<file path="src/rtl/c2l_pkg.sv">
package c2l_pkg;

   typedef enum logic {
      ST_IDLE = 1'b0,
      ST_LOOK = 1'b1
   } c2l_state_e;

   function automatic bit is_pow2(input int v);
      return (v > 0) && ((v & (v - 1)) == 0);
   endfunction

endpackage

</file>
<file path="src/rtl/c2l_lru.sv">
module c2l_lru #(
   parameter int WAYS = 2,
   localparam int AW = (WAYS > 1) ? $clog2(WAYS) : 1
) (
   input  logic          clk,
   input  logic          rst_n,
   input  logic          touch,
   input  logic [AW-1:0] touch_way,
   output logic [AW-1:0] oldest
);

   logic [AW-1:0]   age_q [WAYS];
   logic [WAYS-1:0] is_old;

   // age 0 = most recent; ages stay a permutation of 0..WAYS-1
   always_ff @(posedge clk or negedge rst_n) begin
      if (!rst_n) begin
         for (int w = 0; w < WAYS; w++) age_q[w] <= AW'(w);
      end else if (touch) begin
         for (int w = 0; w < WAYS; w++) begin
            if (AW'(w) == touch_way)
               age_q[w] <= '0;
            else if (age_q[w] < age_q[touch_way])
               age_q[w] <= age_q[w] + 1'b1;
         end
      end
   end

   always_comb begin
      oldest = '0;
      for (int w = 0; w < WAYS; w++) begin
         is_old[w] = (age_q[w] == AW'(WAYS - 1));
         if (is_old[w]) oldest = AW'(w);
      end
   end

   assert_single_oldest_R9: assert property (@(posedge clk) disable iff (!rst_n)
      $countones(is_old) == 1);

endmodule

</file>
<file path="src/rtl/c2l_level.sv">
module c2l_level #(
   parameter int SETS   = 2,
   parameter int WAYS   = 2,
   parameter int WORDS  = 2,
   parameter int TAG_W  = 14,
   parameter int DATA_W = 32,
   localparam int IW = (SETS > 1) ? $clog2(SETS) : 1,
   localparam int AW = (WAYS > 1) ? $clog2(WAYS) : 1,
   localparam int LW = WORDS * DATA_W
) (
   input  logic             clk,
   input  logic             rst_n,
   input  logic [IW-1:0]    lk_idx,
   input  logic [TAG_W-1:0] lk_tag,
   output logic             hit,
   output logic [AW-1:0]    hit_way,
   output logic [LW-1:0]    hit_data,
   output logic [WORDS-1:0] hit_wr,
   output logic [AW-1:0]    vic_way,
   output logic             vic_valid,
   output logic [TAG_W-1:0] vic_tag,
   input  logic             kill_en,
   input  logic [TAG_W-1:0] kill_tag,
   input  logic             upd_en,
   input  logic [AW-1:0]    upd_way,
   input  logic [LW-1:0]    upd_data,
   input  logic [WORDS-1:0] upd_wr,
   input  logic             touch_en,
   input  logic [AW-1:0]    touch_way
);

   logic             vld_q  [SETS][WAYS];
   logic [TAG_W-1:0] tag_q  [SETS][WAYS];
   logic [LW-1:0]    data_q [SETS][WAYS];
   logic [WORDS-1:0] wr_q   [SETS][WAYS];

   logic [WAYS-1:0]  match;
   logic [WAYS-1:0]  eff_vld;
   logic [AW-1:0]    oldest_s [SETS];

   generate
      for (genvar s = 0; s < SETS; s++) begin : g_set_lru
         c2l_lru #(.WAYS(WAYS)) u_lru (
            .clk       (clk),
            .rst_n     (rst_n),
            .touch     (touch_en && (lk_idx == IW'(s))),
            .touch_way (touch_way),
            .oldest    (oldest_s[s])
         );
      end
   endgenerate

   always_comb begin
      hit     = 1'b0;
      hit_way = '0;
      for (int w = WAYS - 1; w >= 0; w--) begin
         match[w]   = vld_q[lk_idx][w] && (tag_q[lk_idx][w] == lk_tag);
         eff_vld[w] = vld_q[lk_idx][w] && !(kill_en && (tag_q[lk_idx][w] == kill_tag));
         if (match[w]) begin
            hit     = 1'b1;
            hit_way = AW'(w);
         end
      end
      hit_data = data_q[lk_idx][hit_way];
      hit_wr   = wr_q[lk_idx][hit_way];
   end

   // victim: lowest free way after any back-invalidation, else the oldest way
   always_comb begin
      logic found;
      found   = 1'b0;
      vic_way = oldest_s[lk_idx];
      for (int w = 0; w < WAYS; w++) begin
         if (!eff_vld[w] && !found) begin
            vic_way = AW'(w);
            found   = 1'b1;
         end
      end
      vic_valid = eff_vld[vic_way];
      vic_tag   = tag_q[lk_idx][vic_way];
   end

   always_ff @(posedge clk or negedge rst_n) begin
      if (!rst_n) begin
         for (int s = 0; s < SETS; s++)
            for (int w = 0; w < WAYS; w++) vld_q[s][w] <= 1'b0;
      end else begin
         if (kill_en)
            for (int w = 0; w < WAYS; w++)
               if (tag_q[lk_idx][w] == kill_tag) vld_q[lk_idx][w] <= 1'b0;
         if (upd_en) vld_q[lk_idx][upd_way] <= 1'b1;
      end
   end

   always_ff @(posedge clk) begin
      if (upd_en) begin
         tag_q[lk_idx][upd_way]  <= lk_tag;
         data_q[lk_idx][upd_way] <= upd_data;
         wr_q[lk_idx][upd_way]   <= upd_wr;
      end
   end

   assert_tag_unique_R9: assert property (@(posedge clk) disable iff (!rst_n)
      $onehot0(match));

endmodule

</file>
<file path="src/rtl/c2l_cache.sv">
module c2l_cache #(
   parameter int ADDR_W  = 16,
   parameter int DATA_W  = 32,
   parameter int WORDS   = 2,
   parameter int WAYS    = 2,
   parameter int L1_SETS = 2,
   parameter int L2_SETS = 4
) (
   input  logic              clk,
   input  logic              rst_n,
   input  logic              req_valid,
   output logic              req_ready,
   input  logic              req_write,
   input  logic [ADDR_W-1:0] req_addr,
   input  logic [DATA_W-1:0] req_wdata,
   output logic              rsp_valid,
   output logic [DATA_W-1:0] rsp_data,
   output logic              rsp_hit,
   output logic              rsp_miss,
   output logic              rsp_empty
);
   import c2l_pkg::*;

   localparam int OB    = $clog2(WORDS);
   localparam int OW    = (OB > 0) ? OB : 1;
   localparam int BW    = ADDR_W - OB;
   localparam int L1_IB = $clog2(L1_SETS);
   localparam int L2_IB = $clog2(L2_SETS);
   localparam int I1W   = (L1_IB > 0) ? L1_IB : 1;
   localparam int I2W   = (L2_IB > 0) ? L2_IB : 1;
   localparam int T1W   = BW - L1_IB;
   localparam int T2W   = BW - L2_IB;
   localparam int AW    = (WAYS > 1) ? $clog2(WAYS) : 1;
   localparam int LW    = WORDS * DATA_W;

   initial begin
      assert_param_pow2_R11: assert (is_pow2(WORDS) && is_pow2(WAYS) &&
                                     is_pow2(L1_SETS) && is_pow2(L2_SETS))
         else $error("cache geometry must use powers of two");
      assert_param_nest_R11: assert ((L2_SETS >= L1_SETS) && (OB + L2_IB < ADDR_W))
         else $error("outer level needs at least as many sets as the inner level");
   end

   c2l_state_e        state_q;
   logic              wr_q;
   logic [ADDR_W-1:0] addr_q;
   logic [DATA_W-1:0] wdata_q;
   logic              look;

   logic [BW-1:0]  blk;
   logic [OW-1:0]  off;
   logic [I1W-1:0] l1_idx;
   logic [T1W-1:0] l1_tag;
   logic [I2W-1:0] l2_idx;
   logic [T2W-1:0] l2_tag;

   logic             l1_hit, l2_hit, l1_vic_valid, l2_vic_valid;
   logic [AW-1:0]    l1_hit_way, l2_hit_way, l1_vic_way, l2_vic_way;
   logic [AW-1:0]    l1_upd_way, l2_upd_way;
   logic [LW-1:0]    l1_hit_data, l2_hit_data, src_data, new_data;
   logic [WORDS-1:0] l1_hit_wr, l2_hit_wr, src_wr, new_wr;
   logic [T1W-1:0]   l1_vic_tag, kill_tag;
   logic [T2W-1:0]   l2_vic_tag;
   logic [BW-1:0]    ev_blk;
   logic             kill_en;
   logic [DATA_W-1:0] sel_word;
   logic             sel_wr;

   assign look      = (state_q == ST_LOOK);
   assign req_ready = (state_q == ST_IDLE);

   // address split per level
   assign blk    = BW'(addr_q >> OB);
   assign off    = OW'(addr_q & ADDR_W'(WORDS - 1));
   assign l1_idx = I1W'(blk & BW'(L1_SETS - 1));
   assign l1_tag = T1W'(blk >> L1_IB);
   assign l2_idx = I2W'(blk & BW'(L2_SETS - 1));
   assign l2_tag = T2W'(blk >> L2_IB);

   // outer eviction: the lost block always falls in the same inner set
   assign ev_blk   = (BW'(l2_vic_tag) << L2_IB) | BW'(l2_idx);
   assign kill_tag = T1W'(ev_blk >> L1_IB);
   assign kill_en  = look && !l2_hit && l2_vic_valid;

   assign l1_upd_way = l1_hit ? l1_hit_way : l1_vic_way;
   assign l2_upd_way = l2_hit ? l2_hit_way : l2_vic_way;

   c2l_level #(.SETS(L1_SETS), .WAYS(WAYS), .WORDS(WORDS), .TAG_W(T1W), .DATA_W(DATA_W)) u_l1 (
      .clk       (clk),
      .rst_n     (rst_n),
      .lk_idx    (l1_idx),
      .lk_tag    (l1_tag),
      .hit       (l1_hit),
      .hit_way   (l1_hit_way),
      .hit_data  (l1_hit_data),
      .hit_wr    (l1_hit_wr),
      .vic_way   (l1_vic_way),
      .vic_valid (l1_vic_valid),
      .vic_tag   (l1_vic_tag),
      .kill_en   (kill_en),
      .kill_tag  (kill_tag),
      .upd_en    (look && (wr_q || !l1_hit)),
      .upd_way   (l1_upd_way),
      .upd_data  (new_data),
      .upd_wr    (new_wr),
      .touch_en  (look),
      .touch_way (l1_upd_way)
   );

   c2l_level #(.SETS(L2_SETS), .WAYS(WAYS), .WORDS(WORDS), .TAG_W(T2W), .DATA_W(DATA_W)) u_l2 (
      .clk       (clk),
      .rst_n     (rst_n),
      .lk_idx    (l2_idx),
      .lk_tag    (l2_tag),
      .hit       (l2_hit),
      .hit_way   (l2_hit_way),
      .hit_data  (l2_hit_data),
      .hit_wr    (l2_hit_wr),
      .vic_way   (l2_vic_way),
      .vic_valid (l2_vic_valid),
      .vic_tag   (l2_vic_tag),
      .kill_en   (1'b0),
      .kill_tag  ('0),
      .upd_en    (look && (wr_q || !l2_hit)),
      .upd_way   (l2_upd_way),
      .upd_data  (new_data),
      .upd_wr    (new_wr),
      .touch_en  (look && !(l1_hit && !wr_q)),
      .touch_way (l2_upd_way)
   );

   // line to write back into both levels: source line with the write merged in
   always_comb begin
      src_data = '0;
      src_wr   = '0;
      if (l1_hit) begin
         src_data = l1_hit_data;
         src_wr   = l1_hit_wr;
      end else if (l2_hit) begin
         src_data = l2_hit_data;
         src_wr   = l2_hit_wr;
      end
      new_data = src_data;
      new_wr   = src_wr;
      sel_word = '0;
      sel_wr   = 1'b0;
      for (int i = 0; i < WORDS; i++) begin
         if (wr_q && (off == OW'(i))) begin
            new_data[i*DATA_W +: DATA_W] = wdata_q;
            new_wr[i]                    = 1'b1;
         end
         if (off == OW'(i)) begin
            sel_word = new_data[i*DATA_W +: DATA_W];
            sel_wr   = new_wr[i];
         end
      end
   end

   always_ff @(posedge clk or negedge rst_n) begin
      if (!rst_n) begin
         state_q   <= ST_IDLE;
         wr_q      <= 1'b0;
         addr_q    <= '0;
         wdata_q   <= '0;
         rsp_valid <= 1'b0;
         rsp_data  <= '0;
         rsp_hit   <= 1'b0;
         rsp_miss  <= 1'b0;
         rsp_empty <= 1'b0;
      end else begin
         rsp_valid <= look;
         if (look) begin
            state_q   <= ST_IDLE;
            rsp_hit   <= l1_hit || l2_hit;
            rsp_miss  <= !(l1_hit || l2_hit);
            rsp_empty <= !sel_wr;
            rsp_data  <= sel_wr ? sel_word : '0;
         end else if (req_valid) begin
            state_q <= ST_LOOK;
            wr_q    <= req_write;
            addr_q  <= req_addr;
            wdata_q <= req_wdata;
         end
      end
   end

   assert_rsp_two_after_accept_R1: assert property (@(posedge clk) disable iff (!rst_n)
      (req_valid && req_ready) |-> ##2 rsp_valid);
   assert_busy_one_cycle_R1: assert property (@(posedge clk) disable iff (!rst_n)
      (req_valid && req_ready) |=> (!req_ready ##1 req_ready));
   assert_rsp_single_R1: assert property (@(posedge clk) disable iff (!rst_n)
      rsp_valid |=> !rsp_valid);
   assert_hit_xor_miss_R3: assert property (@(posedge clk) disable iff (!rst_n)
      rsp_valid |-> (rsp_hit != rsp_miss));
   assert_inclusion_R10: assert property (@(posedge clk) disable iff (!rst_n)
      (look && l1_hit) |-> l2_hit);
   assert_inner_victim_not_target_R10: assert property (@(posedge clk) disable iff (!rst_n)
      (look && !l1_hit && l1_vic_valid) |-> (l1_vic_tag != l1_tag));
   assert_write_never_empty_R7: assert property (@(posedge clk) disable iff (!rst_n)
      (rsp_valid && wr_q) |-> !rsp_empty);
   assert_read_miss_empty_R5: assert property (@(posedge clk) disable iff (!rst_n)
      (rsp_valid && rsp_miss && !wr_q) |-> (rsp_empty && rsp_data == '0));

endmodule

</file>
<file path="config.mk">
export PLATFORM = sky130hd
export DESIGN_NAME = c2l_cache
export DESIGN_NICKNAME = d
export VERILOG_FILES = /design/src/rtl/c2l_pkg.sv /design/src/rtl/c2l_lru.sv /design/src/rtl/c2l_level.sv /design/src/rtl/c2l_cache.sv
export SDC_FILE = /design/constraint.sdc
export NUM_CORES = 1
export LEC_CHECK = 0
export BUFFER_PORTS_ARGS = -buffer_cell sky130_fd_sc_hd__buf_2
export CORE_ASPECT_RATIO = 1.25
export CORE_MARGIN = 5
export CORE_UTILIZATION = 35
export DETAILED_ROUTE_END_ITERATION = 12
export SLEW_MARGIN = 25
export SYNTH_ARGS = -nofsm -noshare
export SYNTH_HDL_FRONTEND = slang
export SYNTH_HIERARCHICAL = 1
export SYNTH_SLANG_ARGS = --single-unit
</file>
<file path="constraint.sdc">
create_clock -name clk -period 18.7 [get_ports clk]
set_input_delay 2.805 -clock clk [delete_from_list [all_inputs] [get_ports clk]]
set_output_delay 2.805 -clock clk [all_outputs]
set_load 0.05 [all_outputs]
</file>
==> parameters.txt <==
Parameter                              Value

Outcome
  Result of the run    finished clean

CTS
  Number of H-tree levels    3
  Cell at the root of the clock tree    sky130_fd_sc_hd__clkbuf_16
  Clock insertion delay at the later pin of the skew report    0.70 ns
  Resized cells post-CTS    0
  CTS tree    done
  Cts bufs inserted    100
  Count of hold buffers inserted by post-cts repair    0
  # Post-CTS Setup Buffers    0
  Number of buffers on the longest clock path    3
  Clock-pin transition on the worst setup and hold timing paths    around 0.070 ns
  Number of clock sinks seen by CTS    about 1100

Worst setup path
  Highest cell delay on the worst timing path    0.88 ns
  WP depth    12
  Worst path required time    approximately 19 ns
  Slowest stage cell on the critical path    sky130_fd_sc_hd__dfrtp_4
  Critical path capture point type    register
  Buf/Inv on CP    4
  CP cell instances    buf_4, mux4_2, xnor2_1, nand4_1, nor4_1, or2_2, buf_4, mux2_2, nand2b_1, nor2_4, buf_4, buf_4
  Largest delay share family, worst path    buffers and inverters
  Number of cells traversed by the worst register-to-register path    12
  Startpoint type of the worst setup path    register
  Worst Setup Path Type    register to register
  Maximum net fanout on the critical path    65
  Most frequent cell on the critical path    sky130_fd_sc_hd__buf_4
  Arr. time, crit path    7.95 ns

Placement
  IO buf count    roughly 90
  Dpl hpwl    64500 um
  Standard cell area after detailed placement    0.04710 mm^2
  Post-place setup slack    11.09 ns
  Final RePlAce weighted congestion    approximately 0.87

Final layout
  Area growth from synthesis to layout    13.70%
  Net count, final    2599
  Final cell area excluding filler cells    0.05065 mm^2
  Layout filler cell count    11247
  Fraction of layout cells with a size suffix above 1    0.2627
  Multi-input gate area in the final layout    between 0.01 and 0.015 mm^2
  Register Area    0.03136 mm^2

Logic synthesis
  Count of synthesis-stage warnings from yosys    6
  Post-synthesis area per instance    18.64 um^2
  Post-synthesis instance total    about 2400
  Total standard cell area after synthesis    about 0.045 mm^2

Floorplan
  Vertical extent of the die    between 400 and 500 um
  Top Ports    89
  Floorplan row count    146
  Die area    ~0.13 mm^2
  Initial Util    0.3519
  Die W    329.1 um
  Core Region    between 0.1 and 0.15 mm^2

Power and ir drop
  Power dissipated by switching net loads    0.001634 W
  Leakage power    17.80 nW
  Switching power as a share of total power    0.2638
  Worst IR Drop VDD    roughly 0.087 mV
  Share of power burned in the clock network    0.346
  Power density over cell area    122.3 mW/mm^2
  Internal power of the cells    ~0.0046 W
  Overall power consumption    roughly 0.0062 W
  Sequential fraction of design power    0.489
  Part of the total power dissipated in combinational logic    0.165

Routing
  Average wire per cell in the routed design    25.35 um
  Final wirelength    110000 um
  Number of remaining DRC errors    0
  DRT antenna net count    0
  Iter 0 DRT Violations    roughly 1800
  First-pass detailed-route iteration total    5
  Routed via count    22599
  Mean number of vias per cell    5.208

Timing
  Worst-case clock skew    0.03253 ns
  Slew at the pin closest to its max-slew limit    1.057 ns
  Highest Clock Rate    130.9 MHz
  Unrepaired setup endpoints after global routing    false
  Setup violations, final    0
  Max Transition Viols Final    0
  Tightest slew margin relative to the limit    0.2953
  Final hold vios    0
  Final critical-path required period    7.638 ns
  Final WS setup    11.06 ns
  Worst hold slack    0.4888 ns
  Final critical-path share of the clock period    0.4084
  Setup TNS    0 ns

Global route
  Tot GR Track Use    0.1611
  Number of global-route vias before repair    23844
  Number of antenna violations at the first check in global routing    8
  Total gr overflow    0
  Maximum number of pins on one net before global-route repair    66
  First-pass GRT wire length    161500 um

Min path
  Min-Delay Path Class    register to register
  Number of stages on the worst hold path    2

Flow run
  Max-capacitance violation count    0
-- placed cells by master (no fill, tap or decap), types with 43 or more instances in the layout --
cell type and count:
sky130_fd_sc_hd__edfxtp_1 952, sky130_fd_sc_hd__mux2i_1 239, sky130_fd_sc_hd__mux4_2 160, sky130_fd_sc_hd__clkbuf_16 101, sky130_fd_sc_hd__dfrtp_1 100, sky130_fd_sc_hd__buf_2 87
sky130_fd_sc_hd__mux2_2 83, sky130_fd_sc_hd__inv_1 77, sky130_fd_sc_hd__and3b_1 64, sky130_fd_sc_hd__buf_4 56, sky130_fd_sc_hd__xnor2_1 56, sky130_fd_sc_hd__mux2_4 49
sky130_fd_sc_hd__xor2_1 48, sky130_fd_sc_hd__nand2_1 46, sky130_fd_sc_hd__conb_1 43
-- worst register-to-register path, delay by kind of cell (launching register included) --
family,cells,cell delay (ns)
XOR/XNOR,1,0.20
AND/OR/NAND/NOR,5,2.14
multiplexers,2,1.13
flip-flops,1,0.88
buffers and inverters,4,2.88
-- through the flow --
step	utilization	std cells
floorplan	-	2432
global route	0.4001	4336
finish	0.4001	4339
CTS	0.3998	4335
global placement	0.3721	4146
detailed placement	0.3721	4146
-- sequential cells by signal, indices dropped and copies added, names as in the netlist --
register and cells:
u_l2/data_q 512, rsp_valid 1, u_l2/tag_q 104, u_l1/vld_q 4, rsp_miss 1, rsp_hit 1, addr_q 16, wr_q 1
wdata_q 32, rsp_empty 1, u_l1/wr_q 8, u_l1/tag_q 56, u_l2/wr_q 16, look 1, u_l2/g_set_lru.u_lru/age_q 8, u_l1/data_q 256
u_l2/vld_q 8, u_l1/g_set_lru.u_lru/age_q 4, rsp_data 32
-- final cells by class --
cell class	count	share of cell area
clock buffers	125	0.05306
multi-input cells	1155	0.2454
flip-flops and latches	1062	0.6191
inverters	81	0.006003
repair buffers	147	0.01811
clock inverters	64	0.01620
diodes	3	0.0001482
well taps	1702	0.04204
-- worst paths after layout --
kind / from / end / slack [ns]
worst min-delay path: rsp_hit / rsp_hit / 0.49
max in group asynchronous: rst_n / addr_q[2] / 15.37
worst max register to register: addr_q[2] / u_l2/wr_q[0][3] / 11.06
min in group asynchronous: rst_n / addr_q[5] / 2.08
worst min register to register: rsp_hit / rsp_hit / 0.49
worst max-delay path: addr_q[2] / u_l2/wr_q[0][3] / 11.06
-- power groups by stage --
stage / combinational [W] / sequential [W] / clock, W
after global placement: 0.00100 / 0.00307 / 0
after floorplan: 0.000707 / 0.00307 / 0
final: 0.00102 / 0.00303 / 0.00214
after detailed placement: 0.00102 / 0.00309 / 0
after global routing: 0.00110 / 0.00305 / 0.00229
after CTS: 0.00103 / 0.00304 / 0.00219
-- layer usage --
metal | vias to the layer above | share of wire | track usage
li1 | 9799 | - | -
met1 | 11904 | 0.41 | 0.2094
met2 | 701 | 0.50 | 0.2729
met3 | 187 | 0.059 | 0.02976
met4 | 8 | 0.030 | 0.05491
met5 | - | 0.00046 | 0
No activity file was read; power rests on OpenSTA's default activity.
